$ cat config.mk
export PLATFORM = sky130hd
export DESIGN_NAME = req_latch_bank
export DESIGN_NICKNAME = d
export VERILOG_FILES = /design/src/rtl/req_latch_pkg.sv /design/src/rtl/req_latch_decode.sv /design/src/rtl/req_latch_store.sv /design/src/rtl/req_latch_bank.sv
export SDC_FILE = /design/constraint.sdc
export NUM_CORES = 1
export LEC_CHECK = 0
export ABC_AREA = 0
export BUFFER_PORTS_ARGS = -buffer_cell sky130_fd_sc_hd__buf_4
export CORE_AREA = 3 3 40 42
export CTS_CLUSTER_DIAMETER = 40
export DETAILED_ROUTE_END_ITERATION = 8
export DIE_AREA = 0 0 43 45
export PLACE_DENSITY_LB_ADDON = 0.25
export SLEW_MARGIN = 20
export SYNTH_ARGS = -nofsm -noshare
export SYNTH_HDL_FRONTEND = slang
export SYNTH_SLANG_ARGS = --single-unit
$ cat constraint.sdc
create_clock -name clk -period 1.4 [get_ports clk]
set_input_delay 0.07 -clock clk [delete_from_list [all_inputs] [get_ports clk]]
set_output_delay 0.07 -clock clk [all_outputs]
set_load 0.01 [all_outputs]
$ cat src/rtl/req_latch_pkg.sv
package req_latch_pkg;

   // Per-lane action chosen from the gated inputs
   typedef enum logic [1:0] {
      ACT_HOLD  = 2'd0,
      ACT_SET   = 2'd1,
      ACT_CLEAR = 2'd2
   } req_act_e;

   // Call outranks cancel; nothing happens while the gate is closed
   function automatic req_act_e pick_action(input logic gate,
                                            input logic set_in,
                                            input logic clr_in);
      req_act_e act;
      act = ACT_HOLD;
      if (gate) begin
         if (set_in)      act = ACT_SET;
         else if (clr_in) act = ACT_CLEAR;
      end
      return act;
   endfunction

endpackage

$ cat src/rtl/req_latch_decode.sv
module req_latch_decode
   import req_latch_pkg::*;
#(
   parameter int NUM_REQ = 4
) (
   input  logic               enable,
   input  logic [NUM_REQ-1:0] call,
   input  logic [NUM_REQ-1:0] cancel,
   output req_act_e           act [NUM_REQ]
);

   genvar g;
   generate
      for (g = 0; g < NUM_REQ; g++) begin : g_lane
         assign act[g] = pick_action(enable, call[g], cancel[g]);
      end
   endgenerate

endmodule

$ cat src/rtl/req_latch_store.sv
module req_latch_store
   import req_latch_pkg::*;
#(
   parameter int NUM_REQ = 4
) (
   input  logic               clk,
   input  logic               rst,
   input  req_act_e           act [NUM_REQ],
   output logic [NUM_REQ-1:0] q
);

   genvar g;
   generate
      for (g = 0; g < NUM_REQ; g++) begin : g_bit
         logic nxt;
         always_comb begin
            unique case (act[g])
               ACT_SET:   nxt = 1'b1;
               ACT_CLEAR: nxt = 1'b0;
               default:   nxt = q[g];
            endcase
         end
         always_ff @(posedge clk) begin
            if (rst) q[g] <= 1'b0;
            else     q[g] <= nxt;
         end
      end
   endgenerate

endmodule

$ cat src/rtl/req_latch_bank.sv
module req_latch_bank
   import req_latch_pkg::*;
#(
   parameter int NUM_REQ = 4
) (
   input  logic               clk,
   input  logic               rst,
   input  logic               enable,
   input  logic [NUM_REQ-1:0] call,
   input  logic [NUM_REQ-1:0] cancel,
   output logic [NUM_REQ-1:0] req_q
);

   localparam int LaneCount = NUM_REQ;

   generate
      if (LaneCount < 1) begin : g_bad_cfg
         $error("req_latch_bank: NUM_REQ must be at least 1");
      end
   endgenerate

   req_act_e lane_act [LaneCount];

   req_latch_decode #(.NUM_REQ(LaneCount)) u_decode (
      .enable (enable),
      .call   (call),
      .cancel (cancel),
      .act    (lane_act)
   );

   req_latch_store #(.NUM_REQ(LaneCount)) u_store (
      .clk (clk),
      .rst (rst),
      .act (lane_act),
      .q   (req_q)
   );

endmodule

* After elaboration in Yosys (flattened, before gate mapping)
Cells that the tools add are included.
Operators by class: equal/unequal tests 8, reductions and logical operators 4, muxes and demuxes 16
Operators with widths (count):
- $mux 2 | 12
- $eq 2x1->1 const B | 4
- $eq 2x2->1 const B | 4
- $pmux 1 s2 | 4
- $reduce_bool 2->1 | 4
Storage, ports and cells: flip-flop bits (word level) 4, output and inout bits 4, bits of input ports 11, logic and storage cells 32

* Depth between registers and ports, before layout
word-level depth 5, mapped depth 4, mapped depth without buffers 4

* Cells and area by module
A second synthesis with hierarchy kept.
Second synthesis, totals: cells, all modules 32, area total of the unflattened synthesis 270.3 um^2
By module, submodules not included:
- req_latch_store | cells each 24, seq. area each 80.1 um^2, times used 1, area an instance 205.2 um^2
- req_latch_decode | cells each 8, seq. area each 0.0 um^2, times used 1, area an instance 65.1 um^2

* Worst setup path after synthesis
Ideal clock, no wire load.
kind input-to-reg, start point input enable, end point register u_store.q[0], setup time 70 ps, path buffers 0, data arrival time 833 ps, slack 497 ps, required time 1330 ps, cell stages on the path 4, cell sequence and3b_1 -> ha_1 -> or2_1 -> a21oi_1
On the way: longest elaborated chain between the ends 3, elaborated cells on any way between the ends 5, those cells by class eq/ne (2); mux (2); reduce/logical (1)
RTL lines:
- start: declaration | line req_latch_bank.sv:8 | input logic enable,
- $mux 2 * | line req_latch_pkg.sv:16 | if (gate) begin
- $eq 2x2->1 / $eq 2x1->1 (equally long branches) | line req_latch_store.sv:17 | unique case (act[g])
- $pmux 1 s2 / $reduce_bool 2->1 (equally long branches)
- end signal: indexed assignment | line req_latch_store.sv:25 | else q[g] <= nxt;
- end: declaration | line req_latch_store.sv:9 | output logic [NUM_REQ-1:0] q
Mark *: on every way between the ends. The rest lies on a longest branch, timed or not. A chain may end at the register's enable or synchronous reset.

* Worst setup path in the final report
start point input enable, end point register u_store.q[3]
The elaborated chain is that of the path after synthesis.

==> flow_summary.ini <==
[grt]
antenna_found_initial = 0
grt_pass1_vias = 215
grt_pass1_wl_um = 855
grt.overflow.total = 0
grt_max_degree = 9
grtUsageTotal = 0.0682

[synth]
syn_avg_cell_area_um2 = 8.58
yosys.area_share.xor_xnor = 0
yosysSeqAreaShare = 0.333
synthAdderAreaFrac = 0.208
syn_inst = 28
synthesis.area_um2 = 240
synth_edf_count = 0
ys_seq_elements = 4
synth.distinct_cells = 6
yosysTopAreaCell = dfxtp_1
synthMuxAreaShare = 0
synth_most_common_cell = nand2_1
synth_top_family_by_area = simple AND/OR/NAND/NOR gates
async_flop_share = 0
synth_top_area_frac = 0.333
synthSimpleGateAreaFrac = 0.375
yosys-top-cells-area = dfxtp_1 33%, ha_1 21%, and3b_1 15%
synth_compound_area_frac = 0.0833
synth.net_count = 43
synth-main-ff-cell = dfxtp_1
synth_warnings = 0

[drt]
drt_pre_antenna_iters = 1
viasPerCell = 4.03
ant_nets = 0
vias = 242
wl_per_cell_um = 8.68
wirelength_um = 521
drc_errors = 0
initialDrtViolationCount = 0

[sta]
period_needed_ns = 0.862
fmax_mhz = 1160
slew-limit-headroom = 0.930
setup_slack_ns = 0.538
tightest_slew_ns = 0.104
setup_violations = 0
fin_skew_ns = 0
final_max_slew_viol_count = 0
setup_tns_ns = 0
hold_violations = 0
grt_setup_unrepaired = no
fin_crit_sh = 0.616

[finish]
reg_top3 = u_store.q: 4 flops
fin_util = 0.301
diodes = 0
largest_reg_flops = 4
syn_to_final_growth_pct = 60.9
final_cell_area_um2 = 387
fin_nets = 62
largest_register = u_store.q
drive_above_1_share = 0.378

[placement]
place_ws_ns = 0.293
dp_hpwl_um = 413
globalplace.congestion = 0.547
numPortBuffers = 14
place_area_um2 = 364

[critical_path]
critPathMaxFanout = 8
regToRegEndpoint = u_store.q[3]
cp.required_ns = 1.57
reg2reg_from = u_store.q[3]
cp-start-kind = input pin
arrival_ns = 1.03
worstSetupPathType = in2reg
endpoint = u_store.q[3]
timing.reg2reg.setup_slack_ns = 0.83
crit_path_end_kind = register
critical_path.startpoint = enable
r2r.worst_path.cells = 2

[cts]
clk_latency_ns = 0.24
ctsHoldBuffers = 0
post_cts_resized = 0
h-tree-depth = 1
clock_sink_count = 4
clk_pin_slew_ns = 0.04
cts_setup_buffers = 0
cts_root_buf = clkbuf_4
clock_path_buffers = 2
numCtsBuffers = 3
tritoncts = yes

[floorplan]
initial_core_util = 0.187
fp.dieArea_mm2 = 0.00194
num_io_pins = 15
core_mm2 = 0.00128
fp.dieH_um = 45
rows = 13
fp.dieW_um = 43

[pwr]
power_density_mw_per_mm2 = 915
p_leak_nw = 0.202
ir_worst_vdd_mv = 0.430

[job]
max_cap_viol_count = 0

[outcome]
status = completed

[hold_path]
hold_class = in2reg
-- worst min path at each step --
stage / from / endpoint / slack, ns / cells after the start
2_1_floorplan: rst / u_store.q[0] / 0.14 / 1
4_1_cts: rst / u_store.q[1] / 0.01 / 2
3_5_place_dp: rst / u_store.q[3] / 0.27 / 2
3_3_place_gp: rst / u_store.q[3] / 0.27 / 2
6_report: rst / u_store.q[1] / 0.02 / 2
5_1_grt: rst / u_store.q[0] / 0.02 / 2
-- worst max-delay path, cell delays in order --
cell     delay (ns)
buf_4          0.14
and3b_1        0.18
ha_1           0.28
or2_1          0.23
a21oi_1        0.14
-- per-layer routing --
layer	vias to the layer above	share of wire	wire length (µm)	GRT usage
li1	132	-	-	-
met1	89	0.41	213	0.0695
met2	17	0.32	167	0.0749
met3	4	0.23	118	0.0637
met4	0	0.042	22	0.0723
met5	-	0	0	0
-- cell families after synthesis --
group / after synthesis
AND/OR/NAND/NOR: 16
flip-flops: 4
AO/OA/AOI/OAI: 4
adder cells (fa/ha/maj): 4
-- per-stage QoR --
stage	cells	hold slack [ns]	total power, mW
floorplan	28	0.139	0.166
global placement	57	0.267	0.212
detailed placement	57	0.267	0.212
CTS	60	0.0135	0.363
global route	60	0.0214	0.382
finish	60	0.0169	0.354
-- power by group --
group	switching [mW]	internal [mW]	total (mW)
registers	0.00479	0.125	0.130
clock network	0.0487	0.0960	0.145
logic	0.0309	0.0482	0.0791
total	0.0844	0.269	0.354
-- layout make-up --
type | instances | area, µm²
fill | 140 | 898
multi-input combinational | 24 | 160
timing repair buffer | 14 | 105
sequential | 4 | 80.1
clock buffer | 3 | 22.5
tap | 15 | 18.8
-- cell usage in the layout (no fill, tap or decap) --
master and n:
or2_1 4, buf_4 14, and3b_1 4, dfxtp_1 4, a21oi_1 4, nand2_1 8
ha_1 4, clkbuf_4 3
Power figures use the tool's default switching activity.
